$ cat config.mk
export PLATFORM = sky130hd
export DESIGN_NAME = pwm_timer_top
export DESIGN_NICKNAME = d
export VERILOG_FILES = /design/src/rtl/pwm_timer_pkg.sv /design/src/rtl/pwm_counter.sv /design/src/rtl/pwm_channel.sv /design/src/rtl/pwm_regs.sv /design/src/rtl/pwm_timer_top.sv
export SDC_FILE = /design/constraint.sdc
export NUM_CORES = 1
export LEC_CHECK = 0
export BUFFER_PORTS_ARGS = -buffer_cell sky130_fd_sc_hd__buf_2
export CELL_PAD_IN_SITES_DETAIL_PLACEMENT = 1
export CELL_PAD_IN_SITES_GLOBAL_PLACEMENT = 1
export CORE_MARGIN = 4
export CORE_UTILIZATION = 46
export CTS_CLUSTER_DIAMETER = 40
export DETAILED_ROUTE_END_ITERATION = 16
export PLACE_DENSITY_LB_ADDON = 0.1
export SLEW_MARGIN = 20
export SYNTH_ARGS = -nofsm -noshare
export SYNTH_HDL_FRONTEND = slang
export SYNTH_SLANG_ARGS = --single-unit
$ cat constraint.sdc
create_clock -name clk -period 3.1 [get_ports clk]
set_input_delay 0.31 -clock clk [delete_from_list [all_inputs] [get_ports clk]]
set_output_delay 0.31 -clock clk [all_outputs]
set_load 0.005 [all_outputs]
$ cat src/rtl/pwm_timer_pkg.sv
package pwm_timer_pkg;

    localparam int OFS_PARAM   = 32'h04;
    localparam int OFS_GLOBAL  = 32'h08;
    localparam int OFS_SC      = 32'h10;
    localparam int OFS_CNT     = 32'h14;
    localparam int OFS_MOD     = 32'h18;
    localparam int OFS_CH_BASE = 32'h20;
    localparam int CH_STRIDE   = 8;
    localparam int CH_VAL_OFS  = 4;

    localparam int PS_W      = 3;
    localparam int CMODE_LSB = 3;

    localparam logic [1:0] CMODE_RUN = 2'b01;
    localparam logic [1:0] MS_EDGE   = 2'b10;
    localparam logic [1:0] EL_NORMAL = 2'b10;
    localparam logic [1:0] EL_INVERT = 2'b01;

    typedef enum logic {
        CNT_HALT,
        CNT_RUN
    } cnt_state_e;

    typedef enum logic [1:0] {
        CH_OFF,
        CH_NORMAL,
        CH_INVERT
    } ch_mode_e;

    function automatic ch_mode_e decode_mode(input logic [1:0] ms, input logic [1:0] el);
        ch_mode_e m;
        m = CH_OFF;
        if (ms == MS_EDGE) begin
            if (el == EL_NORMAL)      m = CH_NORMAL;
            else if (el == EL_INVERT) m = CH_INVERT;
        end
        return m;
    endfunction

endpackage

$ cat src/rtl/pwm_counter.sv
module pwm_counter
    import pwm_timer_pkg::*;
#(
    parameter int CNT_W = 16
) (
    input  logic             clk,
    input  logic             rst_n,
    input  logic [1:0]       cmode,
    input  logic [PS_W-1:0]  ps,
    input  logic [CNT_W-1:0] mod_act,
    output logic             running,
    output logic             tick,
    output logic             period_start,
    output logic [CNT_W-1:0] cnt
);

    localparam int DIV_W = (1 << PS_W) - 1;

    cnt_state_e       state_q, state_d;
    logic [DIV_W-1:0] pre_q;
    logic [DIV_W-1:0] pre_lim;
    logic [CNT_W-1:0] cnt_q;

    assign pre_lim = DIV_W'((32'd1 << ps) - 32'd1);
    assign cnt     = cnt_q;

    // state register
    always_ff @(posedge clk) begin
        if (!rst_n) state_q <= CNT_HALT;
        else        state_q <= state_d;
    end

    // transitions GO and STOP
    always_comb begin
        state_d = state_q;
        unique case (state_q)
            CNT_HALT: if (cmode == CMODE_RUN) state_d = CNT_RUN;
            CNT_RUN:  if (cmode != CMODE_RUN) state_d = CNT_HALT;
            default:  state_d = CNT_HALT;
        endcase
    end

    // state outputs
    always_comb begin
        running      = (state_q == CNT_RUN);
        tick         = running && (pre_q >= pre_lim);
        period_start = tick && (cnt_q >= mod_act);
    end

    always_ff @(posedge clk) begin
        if (!rst_n) begin
            pre_q <= '0;
            cnt_q <= '0;
        end else begin
            if (!running || tick) pre_q <= '0;
            else                  pre_q <= pre_q + 1'b1;
            if (period_start)     cnt_q <= '0;
            else if (tick)        cnt_q <= cnt_q + 1'b1;
        end
    end

endmodule

$ cat src/rtl/pwm_channel.sv
module pwm_channel
    import pwm_timer_pkg::*;
#(
    parameter int IDX    = 0,
    parameter int CNT_W  = 16,
    parameter int ADDR_W = 8
) (
    input  logic              clk,
    input  logic              rst_n,
    input  logic              wr_en,
    input  logic [ADDR_W-1:0] addr,
    input  logic [31:0]       wr_data,
    input  logic              running,
    input  logic              period_start,
    input  logic [CNT_W-1:0]  cnt,
    output logic [7:0]        rd_ctrl,
    output logic [CNT_W-1:0]  rd_val,
    output logic [3:0]        cfg,
    output logic              pwm_o
);

    localparam logic [ADDR_W-1:0] A_CTRL = ADDR_W'(OFS_CH_BASE + IDX * CH_STRIDE);
    localparam logic [ADDR_W-1:0] A_VAL  = ADDR_W'(OFS_CH_BASE + IDX * CH_STRIDE + CH_VAL_OFS);

    logic [1:0]       ms_q, el_q;
    logic             flag_q;
    logic [CNT_W-1:0] val_sh, val_act;
    logic             wr_ctrl, wr_val, active;
    ch_mode_e         mode;

    assign wr_ctrl = wr_en && (addr == A_CTRL);
    assign wr_val  = wr_en && (addr == A_VAL);

    always_ff @(posedge clk) begin
        if (!rst_n) begin
            ms_q    <= '0;
            el_q    <= '0;
            flag_q  <= 1'b0;
            val_sh  <= '0;
            val_act <= '0;
        end else begin
            if (wr_ctrl) begin
                ms_q <= wr_data[5:4];
                el_q <= wr_data[3:2];
            end
            if (running && (cnt == val_act))  flag_q <= 1'b1;
            else if (wr_ctrl && wr_data[7])   flag_q <= 1'b0;
            if (wr_val) val_sh <= wr_data[CNT_W-1:0];
            if (wr_val && !running)   val_act <= wr_data[CNT_W-1:0];
            else if (period_start)    val_act <= val_sh;
        end
    end

    assign mode   = decode_mode(ms_q, el_q);
    assign active = (cnt < val_act);

    always_comb begin
        unique case (mode)
            CH_NORMAL: pwm_o = active;
            CH_INVERT: pwm_o = !active;
            default:   pwm_o = 1'b0;
        endcase
    end

    assign rd_ctrl = {flag_q, 1'b0, ms_q, el_q, 2'b00};
    assign rd_val  = val_act;
    assign cfg     = {ms_q, el_q};

endmodule

$ cat src/rtl/pwm_regs.sv
module pwm_regs
    import pwm_timer_pkg::*;
#(
    parameter int NCH    = 4,
    parameter int CNT_W  = 16,
    parameter int ADDR_W = 8
) (
    input  logic                      clk,
    input  logic                      rst_n,
    input  logic                      wr_en,
    input  logic [ADDR_W-1:0]         addr,
    input  logic [31:0]               wr_data,
    input  logic                      running,
    input  logic                      period_start,
    input  logic [CNT_W-1:0]          cnt,
    input  logic [NCH-1:0][7:0]       ch_rd_ctrl,
    input  logic [NCH-1:0][CNT_W-1:0] ch_rd_val,
    output logic [PS_W-1:0]           ps,
    output logic [1:0]                cmode,
    output logic [CNT_W-1:0]          mod_act,
    output logic [31:0]               rd_data
);

    localparam logic [ADDR_W-1:0] A_PARAM = ADDR_W'(OFS_PARAM);
    localparam logic [ADDR_W-1:0] A_SC    = ADDR_W'(OFS_SC);
    localparam logic [ADDR_W-1:0] A_CNT   = ADDR_W'(OFS_CNT);
    localparam logic [ADDR_W-1:0] A_MOD   = ADDR_W'(OFS_MOD);

    logic [CNT_W-1:0] mod_sh;
    logic             wr_sc, wr_mod;

    assign wr_sc  = wr_en && (addr == A_SC);
    assign wr_mod = wr_en && (addr == A_MOD);

    always_ff @(posedge clk) begin
        if (!rst_n) begin
            ps      <= '0;
            cmode   <= '0;
            mod_sh  <= '0;
            mod_act <= '0;
        end else begin
            if (wr_sc) begin
                ps    <= wr_data[PS_W-1:0];
                cmode <= wr_data[CMODE_LSB+1:CMODE_LSB];
            end
            if (wr_mod) mod_sh <= wr_data[CNT_W-1:0];
            if (wr_mod && !running) mod_act <= wr_data[CNT_W-1:0];
            else if (period_start)  mod_act <= mod_sh;
        end
    end

    always_comb begin
        rd_data = '0;
        if (addr == A_PARAM) begin
            rd_data[7:0] = 8'(NCH);
        end else if (addr == A_SC) begin
            rd_data[PS_W-1:0]                = ps;
            rd_data[CMODE_LSB+1:CMODE_LSB]   = cmode;
        end else if (addr == A_CNT) begin
            rd_data = 32'(cnt);
        end else if (addr == A_MOD) begin
            rd_data = 32'(mod_act);
        end else begin
            for (int i = 0; i < NCH; i++) begin
                if (addr == ADDR_W'(OFS_CH_BASE + i * CH_STRIDE))
                    rd_data = 32'(ch_rd_ctrl[i]);
                if (addr == ADDR_W'(OFS_CH_BASE + i * CH_STRIDE + CH_VAL_OFS))
                    rd_data = 32'(ch_rd_val[i]);
            end
        end
    end

endmodule

$ cat src/rtl/pwm_timer_top.sv
module pwm_timer_top
    import pwm_timer_pkg::*;
#(
    parameter int NCH    = 4,
    parameter int CNT_W  = 16,
    parameter int ADDR_W = 8
) (
    input  logic              clk,
    input  logic              rst_n,
    input  logic              wr_en,
    input  logic [ADDR_W-1:0] addr,
    input  logic [31:0]       wr_data,
    output logic [31:0]       rd_data,
    output logic [NCH-1:0]    pwm_out
);

    logic                      running, tick, period_start;
    logic [CNT_W-1:0]          cnt, mod_act;
    logic [PS_W-1:0]           ps;
    logic [1:0]                cmode;
    logic [NCH-1:0][7:0]       ch_rd_ctrl;
    logic [NCH-1:0][CNT_W-1:0] ch_rd_val;
    logic [NCH-1:0][3:0]       ch_cfg;

    pwm_regs #(.NCH(NCH), .CNT_W(CNT_W), .ADDR_W(ADDR_W)) u_regs (
        .clk(clk), .rst_n(rst_n), .wr_en(wr_en), .addr(addr), .wr_data(wr_data),
        .running(running), .period_start(period_start), .cnt(cnt),
        .ch_rd_ctrl(ch_rd_ctrl), .ch_rd_val(ch_rd_val),
        .ps(ps), .cmode(cmode), .mod_act(mod_act), .rd_data(rd_data)
    );

    pwm_counter #(.CNT_W(CNT_W)) u_cnt (
        .clk(clk), .rst_n(rst_n), .cmode(cmode), .ps(ps), .mod_act(mod_act),
        .running(running), .tick(tick), .period_start(period_start), .cnt(cnt)
    );

    for (genvar g = 0; g < NCH; g++) begin : g_ch
        pwm_channel #(.IDX(g), .CNT_W(CNT_W), .ADDR_W(ADDR_W)) u_ch (
            .clk(clk), .rst_n(rst_n), .wr_en(wr_en), .addr(addr), .wr_data(wr_data),
            .running(running), .period_start(period_start), .cnt(cnt),
            .rd_ctrl(ch_rd_ctrl[g]), .rd_val(ch_rd_val[g]), .cfg(ch_cfg[g]),
            .pwm_o(pwm_out[g])
        );
    end

endmodule

==> run metrics <==
PD cells between 500 and 600 nW/um^2; maximum achievable frequency about 320 MHz; Final #Nets 1698; clock root cell clkbuf_16; total number of vias 11790; final setup vio count 0; post-synthesis compound-gate area fraction 0.237; Wirelength per Cell 23.3 um; post-synthesis xor/xnor area fraction 0.0135; VDD IR max roughly 0.00035 V; R2R cell count 8; RSZ-0062 raised after global routing true; post-synthesis sequential area ratio 0.341; largest net degree at the start of global routing 65; GP Congestion 0.918; Synth Register Bits 209; Syn. warnings 0; clk_lat worst skew 530 ps; Setup crit end pwm_out[0]; IO Port Bufs 46; HP Class in2reg; post-synthesis cell type count 71; WP data required 2790 ps; P_leak 5.31 nW; Net Sw Frac 0.226; Post-Synth Adder-Cell Area 0.0907; clock-pin slew on the worst setup and hold paths 50 ps; Max-cap violations 0; # rows 59; antenna cells 0; Total Routing Usage GR 0.299; initial core utilization 0.470; io pins 79; worst-margin pin slew 1060 ps; Combinational Power Share 0.039; via/cell ratio 6.11; die area 29400 sq um; share of cells above drive strength 1 0.155; area growth from synthesis to layout 18.4%; Place WS 134 ps; Syn Inst Count 1534; first-pass GRT wire length ~70000 um; antenna violations before repair 0; Final ANT Viol Nets 0; reg2reg setup slack 130 ps; post-layout min period 3100 ps; CP Launch Type flip-flop; via count of the first global-routing pass 12047; Worst R2R Start u_cnt.cnt[9]$_SDFFE_PP0P_; CP endpoint kind primary output; clock net sink count 209; Clk pwr share 0.607; total CTS buffers 40; ys flop type dfxtp_1; Util after Layout 0.556; H-tree levels 2; PnR worst setup slack roughly 2.5 ps; Critical Path AT 2790 ps; core footprint 26100 sq um; DR DRC count 0; critical path class reg2out; post-synthesis simple-gate area fraction 0.211; main combinational cell family by area after synthesis compound AO/OA/AOI/OAI gates; Cell Int Power ~5.9 mW; Post-Synthesis Mean Instance Area 8.01 sq um; Detailed Route WL 45000 um; 1st-iter DRT viols 977; height of the die 171 um; Post-Syn Area 12300 sq um; Worst slew margin 0.286; Setup crit start u_cnt.cnt[10]$_SDFFE_PP0P_; placed wire-length estimate 30600 um; post-synthesis mux area share 0.0230; drt pass-1 iters 7; max-slew violations 0; Net Sw Power 1.72 mW; Async S/R FF share, synth 0; Crit Reg-Reg Endpoint g_ch[1].u_ch.rd_val[9]$_SDFFE_PN0P_; number of synthesized flops with an enable pin 0; clk buf depth 3; clk_skew 26.2 ps; Hold Fails Final Rpt 0; min-delay src wr_data[8]; Die Wd between 150 and 200 um; grt ovf 0; sequential group share of total power 0.354; CTS tree yes; Max FO, Critical Path 7; period utilization 0.999; status finished clean; worst hold path depth 3
==> cells in the final DEF (no fill, tap or decap), types with 20 or more instances in the layout <==
cell type | synthesis | routed
nand4_1 | 30 | 30
dfxtp_1 | 209 | 201
a31oi_1 | 51 | 50
nor2_1 | 66 | 65
o21ai_0 | 150 | 146
nand3_1 | 78 | 78
buf_2 | 40 | 44
a21oi_1 | 25 | 24
nand2_1 | 237 | 237
clkbuf_16 | 0 | 41
nor2b_1 | 24 | 24
nor3_1 | 20 | 20
a21boi_0 | 89 | 89
inv_1 | 91 | 90
buf_4 | 23 | 63
ha_1 | 89 | 81
==> cells in the mapped netlist (all sizes together) (3+ instances only) <==
cell type,instances,area [sq um]
buf,70,429
a21oi,25,125
a22oi,10,75.1
o31ai,3,22.5
nand3b,4,30.0
a211oi,20,155
nor3b,3,33.8
a2111oi,3,45.1
a221o,9,90.1
nand4,30,188
nor3,20,100
a222oi,17,170
mux2i,17,170
nor4b,4,62.6
o21a,7,52.6
nand3,78,390
inv,91,342
and4,7,61.3
o21ai,153,773
clkbuf,69,259
o211ai,17,178
ha,89,1110
and3,7,43.8
or3,8,50.1
nand2b,5,31.3
a21boi,89,668
dfxtp,209,4180
xnor2,17,149
nor2,69,290
a31oi,51,319
or4b,3,33.8
nor4,13,81.3
nor2b,24,150
nor4bb,7,70.1
nand2,239,907
a21o,15,113
mux4,4,90.1
or2,4,25.0
==> critical path, stage by stage, from the launching register on <==
cell and delay, ps:
dfxtp_4 380, ha_1 320, and4_1 190, a221o_1 350, a221o_1 370, a31oi_4 210
mux2_4 330, buf_6 120
==> routing by layer <==
layer / global-route usage / up-vias / share of wire / wire length [um]
met5: 0 / - / 0 / 0
met4: 0.111 / 0 / 0.040 / 1810
met3: 0.0536 / 120 / 0.058 / 2600
met2: 0.503 / 386 / 0.47 / 21000
met1: 0.385 / 5777 / 0.44 / 19600
li1: - / 5507 / - / -
==> flip-flops by register name, summed over array words and instances, names as in the netlist <==
register and count:
u_cnt.pre_q 7, g_ch.u_ch.rd_val 64, u_cnt.cnt 16, g_ch.u_ch.val_sh 64, u_regs.mod_act 16, u_regs.cmode 2, u_cnt.running 1, u_regs.mod_sh 16
g_ch.u_ch.el_q 8, g_ch.u_ch.ms_q 8, u_regs.ps 3, g_ch.u_ch.flag_q 4
==> how the worst min path moves through the flow <==
stage / to / slack (ps)
2_1_floorplan: u_cnt.running$_SDFF_PN0_ / 410
3_5_place_dp: g_ch[2].u_ch.val_sh[8]$_SDFFE_PN0P_ / 460
3_3_place_gp: u_cnt.pre_q[0]$_SDFF_PP0_ / 440
6_report: g_ch[2].u_ch.val_sh[8]$_SDFFE_PN0P_ / 170
5_1_grt: u_regs.mod_sh[8]$_SDFFE_PN0P_ / 180
4_1_cts: g_ch[3].u_ch.val_sh[8]$_SDFFE_PN0P_ / 160
==> cell families after synthesis <==
group,Yosys count
muxes,23
buffers and inverters,230
other,1
adders and majority gates,89
and+or+nand+nor,530
DFF,209
AOI/OAI and AO/OA,433
xor gates and xnor gates,19
==> repair_timing <==
| action | 4_1_cts | 5_1_grt |
|---|---|---|
| endpoints found under the setup margin | 4 | 4 |
| setup buffers | 1 | 2 |
| resized for setup | 29 | 21 |
| pin swaps | 8 | 3 |
| hold buffers | 0 | 0 |
==> metrics by stage <==
step | TNS (ps) | hold WS, ps | cells | power (mW) | area (sq um)
floorplan | 0 | 411 | 1549 | 2.94 | 12300
global placement | 0 | 441 | 1856 | 3.03 | 12900
detailed placement | 0 | 457 | 1856 | 3.04 | 12900
CTS | 0 | 157 | 1929 | 7.66 | 14400
global route | -52.3 | 179 | 1931 | 7.84 | 14500
finish | 0 | 167 | 1931 | 7.62 | 14500
==> power by group through the flow <==
stage / sequential [mW] / combinational, mW / clock, mW
2_1_floorplan: 2.75 / 0.192 / 0
3_3_place_gp: 2.75 / 0.281 / 0
3_5_place_dp: 2.75 / 0.285 / 0
4_1_cts: 2.70 / 0.288 / 4.67
5_1_grt: 2.69 / 0.314 / 4.83
6_report: 2.70 / 0.295 / 4.63
==> layout make-up <==
type / instances / area [sq um]
multi-input combinational: 1110 / 7330
clock inverter: 20 / 308
tap: 335 / 419
inverter: 91 / 342
fill: 3110 / 11600
timing repair buffer: 114 / 816
clock buffer: 52 / 1120
sequential: 209 / 4200
Power figures use the tool's default switching activity.
